File: src/rtl/cbw_pkg.sv
package cbw_pkg;

  typedef enum logic [2:0] {
    ST_IDLE,
    ST_DATA,
    ST_SHIFT,
    ST_PAD0,
    ST_PAD1
  } cbw_state_e;

  // Whether W*H is a whole number of bytes depends only on the low three bits of each factor.
  function automatic logic geom_whole_bytes(input logic [2:0] w_lo, input logic [2:0] h_lo);
    logic [5:0] prod;
    prod = {3'b000, w_lo} * {3'b000, h_lo};
    return prod[2:0] == 3'd0;
  endfunction

endpackage

File: src/rtl/cbw_cursor.sv
module cbw_cursor #(
  parameter int DIM_W = 16
) (
  input  logic             clk,
  input  logic             rst_n,
  input  logic             load,
  input  logic             step,
  input  logic [DIM_W-1:0] width,
  input  logic [DIM_W-1:0] height,
  input  logic [DIM_W-1:0] offset,
  output logic [DIM_W-1:0] col,
  output logic [DIM_W-1:0] row,
  output logic             last
);
  logic [DIM_W-1:0] col_q;
  logic [DIM_W-1:0] rows_done_q;
  logic             row_end;

  function automatic logic [DIM_W-1:0] abs_row(input logic [DIM_W-1:0] base,
                                               input logic [DIM_W-1:0] rel);
    return base + rel;
  endfunction

  assign row_end = (col_q == width - DIM_W'(1));
  assign last    = row_end && (rows_done_q == height - DIM_W'(1));
  assign col     = col_q;
  assign row     = abs_row(offset, rows_done_q);

  always_ff @(posedge clk) begin
    if (!rst_n || load) begin
      col_q       <= '0;
      rows_done_q <= '0;
    end else if (step) begin
      if (row_end) begin
        col_q       <= '0;
        rows_done_q <= rows_done_q + DIM_W'(1);
      end else begin
        col_q <= col_q + DIM_W'(1);
      end
    end
  end

  assert_col_below_width_R4: assert property (@(posedge clk) disable iff (!rst_n)
    step |-> (col_q < width));

  assert_col_wraps_R4: assert property (@(posedge clk) disable iff (!rst_n)
    (step && row_end && !load) |=> (col_q == '0));

endmodule

File: src/rtl/cbw_shifter.sv
module cbw_shifter #(
  parameter int DATA_W = 8
) (
  input  logic              clk,
  input  logic              rst_n,
  input  logic              load,
  input  logic [DATA_W-1:0] din,
  input  logic              shift,
  output logic              msb,
  output logic [$clog2(DATA_W)-1:0] idx,
  output logic              idx_last
);
  localparam int IDX_W = $clog2(DATA_W);

  logic [DATA_W-1:0] sh_q;
  logic [IDX_W-1:0]  idx_q;

  assign msb      = sh_q[DATA_W-1];
  assign idx      = idx_q;
  assign idx_last = (idx_q == IDX_W'(DATA_W - 1));

  always_ff @(posedge clk) begin
    if (!rst_n) begin
      sh_q  <= '0;
      idx_q <= '0;
    end else if (load) begin
      sh_q  <= din;
      idx_q <= '0;
    end else if (shift) begin
      sh_q  <= {sh_q[DATA_W-2:0], 1'b0};
      idx_q <= idx_last ? '0 : idx_q + IDX_W'(1);
    end
  end

  assert_load_restarts_index_R3: assert property (@(posedge clk) disable iff (!rst_n)
    load |=> (idx_q == '0));

endmodule

File: src/rtl/cbw_trailer.sv
module cbw_trailer #(
  parameter int DATA_W = 8
) (
  input  logic              clk,
  input  logic              rst_n,
  input  logic              clear,
  input  logic              take,
  input  logic [DATA_W-1:0] byte_in,
  output logic              err
);
  always_ff @(posedge clk) begin
    if (!rst_n || clear) begin
      err <= 1'b0;
    end else if (take && (byte_in != '0)) begin
      err <= 1'b1;
    end
  end

  assert_pad_err_sticky_R8: assert property (@(posedge clk) disable iff (!rst_n)
    (err && !clear) |=> err);

  assert_zero_trailer_keeps_clear_R8: assert property (@(posedge clk) disable iff (!rst_n)
    (!err && !(take && byte_in != '0)) |=> !err);

endmodule

File: src/rtl/cfg_bank_writer.sv
module cfg_bank_writer
  import cbw_pkg::*;
#(
  parameter int DIM_W  = 16,
  parameter int BANK_W = 2,
  parameter int DATA_W = 8
) (
  input  logic              clk,
  input  logic              rst_n,
  input  logic              start,
  input  logic [BANK_W-1:0] cfg_bank,
  input  logic              cfg_is_bram,
  input  logic [DIM_W-1:0]  cfg_width,
  input  logic [DIM_W-1:0]  cfg_height,
  input  logic [DIM_W-1:0]  cfg_offset,
  input  logic              in_valid,
  input  logic [DATA_W-1:0] in_data,
  output logic              in_ready,
  output logic              wr_en,
  output logic [BANK_W-1:0] wr_bank,
  output logic              wr_is_bram,
  output logic [DIM_W-1:0]  wr_row,
  output logic [DIM_W-1:0]  wr_col,
  output logic              wr_bit,
  output logic              done,
  output logic              pad_err,
  output logic              param_err
);
  localparam int IDX_W = $clog2(DATA_W);

  cbw_state_e        state_q;
  logic [BANK_W-1:0] bank_q;
  logic              bram_q;
  logic [DIM_W-1:0]  width_q, height_q, offset_q;
  logic              done_q, param_err_q;

  // Named internal events used by the assertions below.
  logic              start_take;
  logic              geom_ok;
  logic              geom_empty;
  logic              byte_take;
  logic              pad_take;
  logic              cur_last;
  logic              sh_msb;
  logic              sh_idx_last;
  logic [IDX_W-1:0]  sh_idx;

  assign start_take = start && (state_q == ST_IDLE);
  assign geom_ok    = geom_whole_bytes(cfg_width[2:0], cfg_height[2:0]);
  assign geom_empty = (cfg_width == '0) || (cfg_height == '0);
  assign in_ready   = (state_q == ST_DATA) || (state_q == ST_PAD0) || (state_q == ST_PAD1);
  assign byte_take  = in_valid && in_ready && (state_q == ST_DATA);
  assign pad_take   = in_valid && in_ready && (state_q != ST_DATA);
  assign wr_en      = (state_q == ST_SHIFT);
  assign wr_bank    = bank_q;
  assign wr_is_bram = bram_q;
  assign wr_bit     = sh_msb;
  assign done       = done_q;
  assign param_err  = param_err_q;

  cbw_cursor #(.DIM_W(DIM_W)) u_cursor (
    .clk    (clk),
    .rst_n  (rst_n),
    .load   (start_take),
    .step   (wr_en),
    .width  (width_q),
    .height (height_q),
    .offset (offset_q),
    .col    (wr_col),
    .row    (wr_row),
    .last   (cur_last)
  );

  cbw_shifter #(.DATA_W(DATA_W)) u_shifter (
    .clk      (clk),
    .rst_n    (rst_n),
    .load     (byte_take),
    .din      (in_data),
    .shift    (wr_en),
    .msb      (sh_msb),
    .idx      (sh_idx),
    .idx_last (sh_idx_last)
  );

  cbw_trailer #(.DATA_W(DATA_W)) u_trailer (
    .clk     (clk),
    .rst_n   (rst_n),
    .clear   (start_take),
    .take    (pad_take),
    .byte_in (in_data),
    .err     (pad_err)
  );

  always_ff @(posedge clk) begin
    if (!rst_n) begin
      state_q     <= ST_IDLE;
      bank_q      <= '0;
      bram_q      <= 1'b0;
      width_q     <= '0;
      height_q    <= '0;
      offset_q    <= '0;
      done_q      <= 1'b0;
      param_err_q <= 1'b0;
    end else begin
      done_q <= 1'b0;
      unique case (state_q)
        ST_IDLE: begin
          if (start_take) begin
            bank_q      <= cfg_bank;
            bram_q      <= cfg_is_bram;
            width_q     <= cfg_width;
            height_q    <= cfg_height;
            offset_q    <= cfg_offset;
            param_err_q <= !geom_ok;
            if (geom_ok) state_q <= geom_empty ? ST_PAD0 : ST_DATA;
          end
        end
        ST_DATA:  if (byte_take) state_q <= ST_SHIFT;
        ST_SHIFT: if (sh_idx_last) state_q <= cur_last ? ST_PAD0 : ST_DATA;
        ST_PAD0:  if (pad_take) state_q <= ST_PAD1;
        ST_PAD1: begin
          if (pad_take) begin
            done_q  <= 1'b1;
            state_q <= ST_IDLE;
          end
        end
        default: state_q <= ST_IDLE;
      endcase
    end
  end

  assert_ready_low_while_writing_R6: assert property (@(posedge clk) disable iff (!rst_n)
    wr_en |-> !in_ready);

  assert_last_bit_on_byte_edge_R2: assert property (@(posedge clk) disable iff (!rst_n)
    (wr_en && cur_last) |-> sh_idx_last);

  assert_first_strobe_is_msb_R3: assert property (@(posedge clk) disable iff (!rst_n)
    (wr_en && !$past(wr_en)) |-> (sh_idx == '0));

  assert_done_single_cycle_R7: assert property (@(posedge clk) disable iff (!rst_n)
    done |=> !done);

  assert_no_write_after_param_err_R9: assert property (@(posedge clk) disable iff (!rst_n)
    param_err |-> (!wr_en && !in_ready));

  assert_bank_stable_in_transfer_R11: assert property (@(posedge clk) disable iff (!rst_n)
    (wr_en && $past(wr_en)) |-> $stable(wr_bank));

endmodule

File: config.mk
export PLATFORM = sky130hd
export DESIGN_NAME = cfg_bank_writer
export DESIGN_NICKNAME = d
export VERILOG_FILES = /design/src/rtl/cbw_pkg.sv /design/src/rtl/cbw_cursor.sv /design/src/rtl/cbw_shifter.sv /design/src/rtl/cbw_trailer.sv /design/src/rtl/cfg_bank_writer.sv
export SDC_FILE = /design/constraint.sdc
export NUM_CORES = 1
export LEC_CHECK = 0
export BUFFER_PORTS_ARGS = -buffer_cell sky130_fd_sc_hd__buf_2
export CORE_ASPECT_RATIO = 1.4
export CORE_MARGIN = 4
export CORE_UTILIZATION = 39
export DETAILED_ROUTE_END_ITERATION = 12
export GPL_ROUTABILITY_DRIVEN = 0
export PLACE_DENSITY = 0.66
export SLEW_MARGIN = 10
export SYNTH_ARGS = -nofsm -noshare
export SYNTH_HDL_FRONTEND = slang
export SYNTH_SLANG_ARGS = --single-unit
File: constraint.sdc
create_clock -name clk -period 3.7 [get_ports clk]
set_input_delay 0.185 -clock clk [delete_from_list [all_inputs] [get_ports clk]]
set_output_delay 0.185 -clock clk [all_outputs]
set_load 0.1 [all_outputs]
# After elaboration in Yosys (flattened, before gate mapping)
# Index checks and enable logic that the tools add are counted.
# totals
inputBits,63
word_cells,72
ff_bits,100
# op_classes
n_mul,1
addsub,6
mux,14
n_bitwise,1
n_reduce_logical,23
n_eq_ne,14
# op_table
cell,count
"16-bit by 1-bit adder with 16-bit output, second input constant",2
16-bit equality test,2
16-bit logical NOT,2
"16-bit by 1-bit subtractor with 16-bit output, second input constant",2
3-bit 2-to-1 mux,7
16-bit adder,1
16-bit 2-to-1 mux,1
8-bit 2-to-1 mux,2
3-bit case mux with 5 select lines,1
"2-bit by 1-bit inequality test with 1-bit output, second input constant",4
8-bit nonzero test,1
"3-bit by 2-bit equality test with 1-bit output, second input constant",2
"3-bit equality test, second input constant",2
1-bit logical AND,6
3-bit logical NOT,2
2-bit AND reduction,3
6-bit AND reduction,1
1-bit logical OR,4
2-bit 2-to-1 mux,2
"2-bit inequality test, second input constant",2
"3-bit by 1-bit adder with 3-bit output, second input constant",1
"3-bit by 1-bit equality test with 1-bit output, second input constant",1
3-bit by 3-bit multiplier with 3-bit output,1
"3-bit by 1-bit inequality test with 1-bit output, second input constant",1
other kinds (5),6

# Logic depth before layout (Yosys ltp)
# Gate-level depths: netlist of the first run.
# depth
ltp_word,7
depth_mapped,12
ltp_nobuf,11

# Cells and area by module
# From an unflattened synthesis of the first run, not the netlist that was laid out.
# unflattened
hier_cells,767
area_unflattened_um2,6208.5
# by_module_without_submodules
mod,cells_per_inst,instances,area_per_inst_um2
cbw_cursor,429,1,3233.1
cfg_bank_writer,284,1,2379.8
cbw_shifter,48,1,535.5
cbw_trailer,6,1,60.1

# Least setup slack after synthesis of the first run
# OpenSTA, ideal clock, no wires.
# synth_path
kind,register -> output
startpoint,register u_cursor.rows_done_q[0]
endpoint,output port wr_row[12]
path_stages_with_launch,12
arrival_ps,3528
path_buffers,0
setup_slack_ps,-13
cell_sequence,dfxtp_1 -> ha_1 -> inv_1 -> fa_1 -> nor2b_1 -> o21ai_0 -> a21boi_1 -> o41ai_1 -> o21ai_0 -> or4_1 -> nand2_1 -> xnor2_1
# synth_between
elab_chain_cells,1
# synth_lines
item,line,source
"start, declared",cbw_cursor.sv:16,logic [DIM_W-1:0] rows_done_q;
"start signal, assigned",cbw_cursor.sv:36,rows_done_q <= rows_done_q + DIM_W'(1);
16-bit adder,cbw_cursor.sv:21,return base + rel;
"end, declared",cfg_bank_writer.sv:22,"output logic [DIM_W-1:0] wr_row,"
# No other way between the ends.

# Worst setup path after layout of the first run
# layout_path
startpoint,register u_cursor.rows_done_q[0]
endpoint,output port wr_row[14]
# Same word-level chain as after synthesis.

==> results of run 1 <==
per-stage QoR:
stage	utilization [%]	setup slack, ns	hold WS, ns	cell area, µm²	instances
floorplan	-	0.1418	0.3067	5964	780
CTS	46.43	0.02738	0.05548	6958	1060
global route	46.55	0.09209	0.06934	6977	1061
global placement	44.17	0.4408	0.4269	6620	1044
detailed placement	44.17	0.4181	0.4319	6620	1044
finish	46.55	0.2796	0.07051	6977	1061
flip-flops by register name, indices dropped and copies added, names as in the netlist:
register,count
u_cursor.rows_done_q,16
u_shifter.idx,3
u_cursor.col,16
done,1
u_shifter.sh_q,8
state_q,3
wr_is_bram,1
wr_bank,2
param_err,1
offset_q,16
width_q,16
height_q,16
u_trailer.err,1
cell type report:
class                   instances  area, µm²
fillers                      1582       8010
multi-input cells             614       3705
flip-flops and latches        100       2003
repair buffers                110      583.1
clock buffers                  13      270.3
well taps                     192      240.2
inverters                      28      105.1
clock inverters                 3      67.56
diodes                          1      2.502
cell usage after synthesis (9+ instances only):
| library cell | n |
|---|---|
| nor2_1 | 66 |
| dfxtp_1 | 100 |
| o41ai_1 | 9 |
| nor4_1 | 19 |
| nand2_1 | 166 |
| xnor2_1 | 42 |
| nand3_1 | 20 |
| inv_1 | 28 |
| nor3_1 | 21 |
| ha_1 | 22 |
| or3_1 | 9 |
| a21oi_1 | 71 |
| clkbuf_1 | 30 |
| o21ai_0 | 12 |
| nand4_1 | 12 |
| xor2_1 | 30 |
what timing repair did:
action | CTS | global route
setup endpoints to repair | 0 | 3
resized for setup | 0 | 4
setup buffers | 0 | 0
layer usage:
layer  vias up  GRT usage, %  share of wire (%)
li1       2916             -                  -
met1      2692         19.83                 40
met2       122         35.44                 54
met3        31         3.092                3.9
met5         -             0                  0
met4         0         8.018                2.6
logic make-up after synthesis:
logic type,after synthesis
buf+inv,66
mux,8
fa+ha+maj,23
xor+xnor,72
flops,100
simple gates,361
compound gates,150
worst max-delay path, cell delays in order (launching register included):
cell	delay, ns
dfxtp_1	0.38
ha_1	0.24
inv_1	0.07
fa_1	0.20
nor2b_1	0.06
o21ai_1	0.16
a21boi_1	0.13
o41ai_2	0.28
o21ai_0	0.18
or4_1	0.48
a2111o_1	0.39
nand3_1	0.15
buf_12	0.19
worst max-delay path by stage:
stage | start | end | slack, ns | cells past startpoint
floorplan | u_cursor.rows_done_q[0]$_SDFFE_PP0P_ | wr_row[10] | 0.14 | 10
global placement | u_cursor.rows_done_q[2]$_SDFFE_PP0P_ | wr_row[14] | 0.44 | 10
detailed placement | u_cursor.rows_done_q[2]$_SDFFE_PP0P_ | wr_row[14] | 0.42 | 10
CTS | u_cursor.rows_done_q[2]$_SDFFE_PP0P_ | wr_row[14] | 0.03 | 10
global route | u_cursor.rows_done_q[0]$_SDFFE_PP0P_ | wr_row[14] | 0.09 | 12
finish | u_cursor.rows_done_q[0]$_SDFFE_PP0P_ | wr_row[14] | 0.28 | 12
power by group through the flow:
| stage | registers (µW) | clock network, µW | logic, µW |
|---|---|---|---|
| 4_1_cts | 1180 | 1090 | 585 |
| 3_3_place_gp | 1200 | 0 | 579 |
| 3_5_place_dp | 1200 | 0 | 583 |
| 2_1_floorplan | 1210 | 0 | 425 |
| 5_1_grt | 1180 | 1130 | 637 |
| 6_report | 1180 | 1070 | 582 |
placed cells by master (no fill, tap or decap), types with 9 or more instances in the layout:
cell type	n
buf_2	102
xor2_1	30
a21oi_1	71
nor4_1	19
dfxtp_1	99
or3_1	9
nor2_1	66
xnor2_1	41
nand2_1	166
nor3_1	21
clkbuf_16	9
nand3_1	20
ha_1	22
nand4_1	12
inv_1	27
o21ai_0	11
==> results_dict.tcl, run 1 <==
set metrics [dict create \
    synth_top_area_share_pct 33.61 \
    synth_top_cell_by_area "dfxtp_1" \
    hpwl_mm 12.02 \
    crit_fanout 6 \
    vias_per_cell 5.430 \
    rsz0062_at_grt "false" \
    cp.arrival_ns 3.24 \
    synth_mux_area_share_pct 1.386 \
    p_sw_share_pct 30.32 \
    fmax_ghz 0.2924 \
    syn_inst 780 \
    clock_path_buffers 2 \
    r2r_cells 11 \
    max-vdd-ir-drop_mv 0.1827 \
    wire_per_inst_um 15.14 \
    grt-ovfl-total 0 \
    maxSlewViolCount 0 \
    path_clk_slew_ns 0.07 \
    io_pins 104 \
    cts_max_level 3 \
    synth_top_family_by_area "simple AND/OR/NAND/NOR gates" \
    clock-sinks 100 \
    avgSynthCellArea_um2 7.637 \
    tightest_slew_ns 0.8186 \
    crit_type "register to output pin" \
    nets 949 \
    cts_buffers 9 \
    yosysUniqueCellTypes 61 \
    fin_worst_skew_ns 0.005887 \
    wl_mm 16.06 \
    dr.first_iter.drc_count 235 \
    start_util_pct 39.75 \
    netlist_area_um2 5957 \
    setup-violations-final 0 \
    antenna_found_initial 1 \
    synth-compound-area-share_pct 16.26 \
    die-area_um2 17340 \
    grt_pass1_wl_mm 26.68 \
    p_comb_share_pct 20.6 \
    p_int_uw 1968 \
    grt_pass1_vias 5681 \
    portBuffers 103 \
    leakagePower_uw 0.002900 \
    ys_top_cells_by_area "dfxtp_1, nand2_1, xnor2_1" \
    die_w_um 112.5 \
    syn_nets 866 \
    min_path_cells 3 \
    worstHoldPathType "input pin to register" \
    ys_ff_latch 100 \
    timing.rr.start "width_q[0]$_SDFFE_PN0P_" \
    synth-xor-area-share_pct 10.59 \
    synth_edf_count 0 \
    synth-adder-area-share_pct 4.957 \
    via_count 5761 \
    dr.pass1.iters 4 \
    final.setup.tns_ns 0 \
    reg2reg_to "u_cursor.rows_done_q[3]$_SDFFE_PP0P_" \
    die_h_um 154.2 \
    ys_warn_count 0 \
    post-route-period-util_pct 92.44 \
    cp-start-kind "register" \
    seqPwrFrac_pct 41.7 \
    track_usage_pct 18.59 \
    finalHoldViolations 0 \
    route.detailed.drc 0 \
    async_reset_ff_share_pct 0 \
    core_um2 14990 \
    ff2ff_setup_slack_ns 0.65 \
    switching_power_uw 856.4 \
    total_power_uw 2825 \
    slew_headroom_pct 45.35 \
    ys.flop_type "dfxtp_1" \
    cp-end-kind "output pin" \
    rows 53 \
    clkPwrFrac_pct 37.7 \
    cts_tree "done" \
    fin_crit_ns 3.420 \
    synthSimpleGateAreaFrac_pct 28.52 \
    outcome "completed" \
    min_to "offset_q[7]$_SDFFE_PN0P_" \
    grt_max_degree 60 \
    synthToLayoutAreaGrowth_pct 17.12 \
    drive_gt1_share_pct 16.71 \
    drv_cap 0 \
    cts_root_buf "clkbuf_16" \
    hold_buffers 0 \
    antenna_left 0 \
    clock_latency_ns 0.34 \
    worstPathRequired_ns 3.51 \
    powerDensity_nw_per_um2 404.9 \
    ys_seq_area_share_pct 33.61 \
    holdCritStartpoint "cfg_offset[7]" \
]
(Power assumes the default switching activity.)
==> run 2, diff against run 1 <==
==> constraint.sdc (replaced) <==
create_clock -name clk -period 3.6 [get_ports clk]
set_input_delay 0.18 -clock clk [delete_from_list [all_inputs] [get_ports clk]]
set_output_delay 0.18 -clock clk [all_outputs]
set_load 0.1 [all_outputs]
==> results_dict.tcl, run 2 (same netlist as run 1, synthesis figures left out) <==
set metrics [dict create \
    outcome "completed" \
    post-route-period-util_pct 94.78 \
    clock_latency_ns 0.35 \
    r2r_cells 11 \
    wl_mm 16.13 \
    fin_crit_ns 3.412 \
    tightest_slew_ns 0.7855 \
    crit_slowest_cell "or4_4" \
    timing.hold.ws_ns 0.06054 \
    min_path_cells 3 \
    timing.rr.start "width_q[0]$_SDFFE_PN0P_" \
    wire_per_inst_um 15.20 \
    worstHoldPathType "input pin to register" \
    worstPathCellList "ha_1, inv_1, fa_1, nor2b_1, o21ai_1, a21boi_1, o41ai_2, o21ai_1, or4_4, a2111o_1, nand3_1, buf_12" \
    cp.arrival_ns 3.23 \
    holdCritStartpoint "cfg_is_bram" \
    fmax_ghz 0.2931 \
    max-vdd-ir-drop_mv 0.2523 \
    cts_setup_buffers 0 \
    total_power_uw 2791 \
    final.setup.tns_ns 0 \
    antenna_found_initial 0 \
    start_util_pct 39.75 \
    critPathMaxStageDelay_ns 0.45 \
    min_to "wr_is_bram$_SDFFE_PN0P_" \
    crit_top_cell "o21ai_1" \
    grt-ovfl-total 0 \
    grt_pass1_vias 5448 \
    drv_cap 0 \
    ff2ff_setup_slack_ns 0.47 \
    finalHoldViolations 0 \
    dr.first_iter.drc_count 258 \
    core_um2 14990 \
    cts_tree "done" \
    antenna_cells 0 \
    synthToLayoutAreaGrowth_pct 16.51 \
    route.detailed.drc 0 \
    portBuffers 103 \
    drive_gt1_share_pct 16.80 \
    rows 53 \
    layout_common_cells "nand2_1, buf_2, dfxtp_1" \
    grt_pass1_wl_mm 26.25 \
    fillers 1599 \
    fin_worst_skew_ns 0.006569 \
    reg2reg_to "u_cursor.rows_done_q[7]$_SDFFE_PP0P_" \
    io_pins 104 \
    grt_max_degree 60 \
    maxSlewViolCount 0 \
    vias_per_cell 5.402 \
    powerDensity_nw_per_um2 402.2 \
    final_common_cell "nand2_1" \
    fin_cells 1061 \
    cts_buffers 9 \
    setup-violations-final 0 \
    crit_fanout 6 \
    nets 951 \
    cp-end-kind "output pin" \
    path_clk_slew_ns 0.07 \
    rsz0062_at_grt "false" \
    cts_max_level 3 \
    die_h_um 154.2 \
    antenna_left 0 \
    crit_type "register to output pin" \
    die-area_um2 17340 \
    dr.pass1.iters 7 \
    cts_root_buf "clkbuf_16" \
    hold_buffers 0 \
    cp-start-kind "register" \
    startpoint "u_cursor.rows_done_q[0]$_SDFFE_PP0P_" \
    clock-sinks 100 \
    die_w_um 112.5 \
    track_usage_pct 18.31 \
    worstPathRequired_ns 3.42 \
    dp.cells 1046 \
    clock_path_buffers 2 \
    slew_headroom_pct 47.15 \
    hpwl_mm 12.01 \
    leakagePower_uw 0.002874 \
    via_count 5732 \
]
==> run 2: worst max-delay path, delay by kind of cell, from the launching register on <==
family	cells	cell delay, ns
AOI/OAI and AO/OA	5	1.17
adders and majority gates	2	0.43
buffers and inverters	2	0.26
DFF	1	0.36
and+or+nand+nor	3	0.66
==> run 2: metrics by stage <==
stage / setup slack (ns) / utilization (%) / area (µm²)
after floorplan: 0.04680 / - / 5964
after global placement: 0.3470 / 44.27 / 6635
after detailed placement: 0.3037 / 44.27 / 6635
after CTS: 0.03690 / 46.28 / 6935
after global routing: 0.01080 / 46.31 / 6940
final: 0.1878 / 46.31 / 6940
==> run 2: worst max-delay path by stage <==
stage,end,slack (ns),cells past startpoint
final,wr_row[14],0.19,12
after global placement,wr_row[14],0.35,12
after floorplan,wr_row[10],0.05,10
after global routing,wr_row[15],0.01,11
after detailed placement,wr_row[14],0.30,12
after CTS,wr_row[14],0.04,12
==> run 2: area by class of cell <==
class / count / area, µm² / share of cell area (%)
clock buffer: 11 / 242.7 / 3.497
clock inverter: 4 / 50.05 / 0.7211
inverter: 28 / 105.1 / 1.514
multi-input combinational: 614 / 3701 / 53.33
sequential: 100 / 2003 / 28.86
tap: 192 / 240.2 / 3.461
timing repair buffer: 112 / 598.1 / 8.617
==> run 2: repair_timing <==
item,CTS,global route
pin swaps,0,1
gates resized for setup,1,4
setup endpoints to repair,2,2
==> run 2: metal layers <==
layer  global-route usage, %  vias to the layer above  part of all wire [%]
met5                       0                        -                     0
met4                   6.987                        0                   1.9
met3                   2.818                       23                   4.4
met2                   34.04                      107                    54
met1                   20.82                     2696                    40
li1                        -                     2906                     -
==> run 2: report_power, final <==
group	total (µW)	internal [µW]	switching, µW
combinational	597	203	394
sequential	1210	1150	56.9
clock	985	554	431
==> run 3, diff against run 2 <==
--- a/config.mk
+++ b/config.mk
@@ -5,6 +5,7 @@
 export SDC_FILE = /design/constraint.sdc
 export NUM_CORES = 1
 export LEC_CHECK = 0
+export ABC_AREA = 1
 export BUFFER_PORTS_ARGS = -buffer_cell sky130_fd_sc_hd__buf_2
 export CORE_ASPECT_RATIO = 1.4
 export CORE_MARGIN = 4
==> results_dict.tcl, run 3 <==
set metrics [dict create \
    synth_top_family_by_area "simple AND/OR/NAND/NOR gates" \
    setup_ws_ns 0.2753 \
    yosysMostFrequentCell "nand2_1" \
    synth-adder-area-share_pct 4.682 \
    grt_pass1_wl_mm 29.06 \
    antenna_cells 0 \
    syn_nets 1034 \
    slew_headroom_pct 53.59 \
    syn_inst 948 \
    cts_max_level 3 \
    start_util_pct 40.07 \
    synth_edf_count 0 \
    timing.hold.ws_ns 0.07440 \
    post-route-period-util_pct 92.35 \
    synth_top_cell_by_area "dfxtp_1" \
    synth_mux_area_share_pct 0 \
    ys_top_cells_by_area "dfxtp_1, nand2_1, nand3_1" \
    synthTopCellsByCount "nand2_1, dfxtp_1, nand3_1, inv_1, a21oi_1" \
    clkPwrFrac_pct 23.3 \
    clock_path_buffers 2 \
    place_area_um2 7029 \
    dr.first_iter.drc_count 403 \
    yosysUniqueCellTypes 48 \
    ys_warn_count 0 \
    powerDensity_nw_per_um2 657.8 \
    rows 54 \
    final_common_cell "nand2_1" \
    switching_power_uw 2252 \
    seqPwrFrac_pct 29.6 \
    async_reset_ff_share_pct 0 \
    core_um2 15740 \
    p_int_uw 2598 \
    cp-end-kind "output pin" \
    crit_fanout 7 \
    die_h_um 158.5 \
    crit_top_cell "inv_1" \
    synth-compound-area-share_pct 14.14 \
    cp-start-kind "register" \
    clock_latency_ns 0.36 \
    synth-xor-area-share_pct 7.161 \
    via_count 6417 \
    nets 1126 \
    antenna_left 0 \
    drv_cap 0 \
    avgSynthCellArea_um2 6.653 \
    layout_common_cells "nand2_1, buf_2, dfxtp_1" \
    cts_buffers 9 \
    preCtsSetupSlack_ns 0.6047 \
    worstPathRequired_ns 3.42 \
    synthSimpleGateAreaFrac_pct 34.26 \
    io_pins 104 \
    fmax_ghz 0.3008 \
    cts_root_buf "clkbuf_16" \
    cts_setup_buffers 0 \
    cts_tree "done" \
    die_w_um 115.5 \
    synthToLayoutAreaGrowth_pct 16.90 \
    crit_type "register to output pin" \
    rsz0062_at_grt "false" \
    drive_gt1_share_pct 16.08 \
    grt-ovfl-total 0 \
    finalHoldViolations 0 \
    wire_per_inst_um 14.77 \
    ys_seq_area_share_pct 31.74 \
    worstPathCellList "ha_1, inv_1, fa_1, nand3b_1, nand2_1, inv_1, o21a_1, o21ai_0, a31oi_1, o21ai_1, xor2_2, buf_12" \
    fin_worst_skew_ns 0.01033 \
    cp.arrival_ns 3.14 \
    maxSlewViolCount 0 \
    path_delay_family "compound AO/OA/AOI/OAI gates" \
    fin_crit_ns 3.325 \
    tightest_slew_ns 0.6954 \
    p_sw_share_pct 46.42 \
    netlist_area_um2 6307 \
    vias_per_cell 5.171 \
    crit_buf_inv 3 \
    stdcell_area_um2 7373 \
    clock-sinks 100 \
    fillers 1644 \
    p_comb_share_pct 47.1 \
    grt_pass1_vias 6044 \
    track_usage_pct 20.09 \
    final.setup.tns_ns 0 \
    setup-violations-final 0 \
    route.detailed.drc 0 \
    dr.pass1.iters 5 \
    portBuffers 103 \
    ys.flop_type "dfxtp_1" \
    wl_mm 18.33 \
    grt_max_degree 64 \
    ys_ff_latch 100 \
    antenna_found_initial 0 \
    crit_slowest_cell "dfxtp_1" \
    max-vdd-ir-drop_mv 0.2741 \
    worstHoldPathType "input pin to register" \
    critPathMaxStageDelay_ns 0.47 \
    die-area_um2 18300 \
    leakagePower_uw 0.003321 \
    synth_top_area_share_pct 31.74 \
    path_clk_slew_ns 0.07 \
    outcome "completed" \
    hold_buffers 0 \
    hpwl_mm 13.77 \
]
## run 3: area by class of cell
cell class	instances	area, µm²	area share, %
multi-input combinational	716	3820	51.81
sequential	100	2002	27.15
timing repair buffer	108	568.0	7.704
inverter	105	394.1	5.345
clock buffer	12	266.5	3.614
tap	196	245.2	3.326
clock inverter	4	77.57	1.052
## run 3: final timing paths
path / cells past startpoint / slack (ns) / startpoint / to
setup / recovery: 12 / 0.28 / u_cursor.rows_done_q[0]$_SDFFE_PP0P_ / wr_row[12]
hold / removal: 3 / 0.07 / in_data[0] / u_shifter.sh_q[0]$_SDFFE_PN0P_
setup reg to reg: 13 / 1.15 / width_q[0]$_SDFFE_PN0P_ / u_cursor.rows_done_q[15]$_SDFFE_PP0P_
hold reg to reg: 2 / 0.46 / wr_bank[1]$_SDFFE_PN0P_ / wr_bank[1]$_SDFFE_PN0P_
## run 3: cell families (layout without fill, tap and decap cells)
group           Yosys count  in the layout
buf+inv                 132            229
simple gates            478            478
flops                   100            100
compound gates          165            165
fa+ha+maj                23             23
xor+xnor                 50             50
## run 3: tightest hold or removal path: cells and delay by family
family	cells	cell delay [ns]
buf+inv	1	0.10
simple gates	1	0.05
compound gates	1	0.05
## run 3: per-layer routing
metal,global-route usage (%),part of all wire [%]
met2,36.84,51
met3,3.118,4.3
met5,0,0
met1,23.99,43
met4,5.872,1.3
## run 3: power by group through the flow
stage | combinational, µW | clock (µW) | sequential (µW)
floorplan | 1720 | 0 | 1530
global placement | 2260 | 0 | 1450
detailed placement | 2280 | 0 | 1450
CTS | 2290 | 1150 | 1430
global route | 2550 | 1190 | 1460
finish | 2290 | 1130 | 1440
## run 3: timing repair
item / CTS / global route
endpoints found under the hold margin: 0 / 0
setup endpoints to repair: 0 / 1
gates resized for setup: 0 / 1
## run 3: metrics by stage
step / total power, µW / cells / util [%]
final: 4850 / 1241 / 46.84
after global routing: 5200 / 1241 / 46.84
after CTS: 4875 / 1241 / 46.84
after detailed placement: 3737 / 1225 / 44.65
after global placement: 3710 / 1225 / 44.65
after floorplan: 3247 / 948 / -
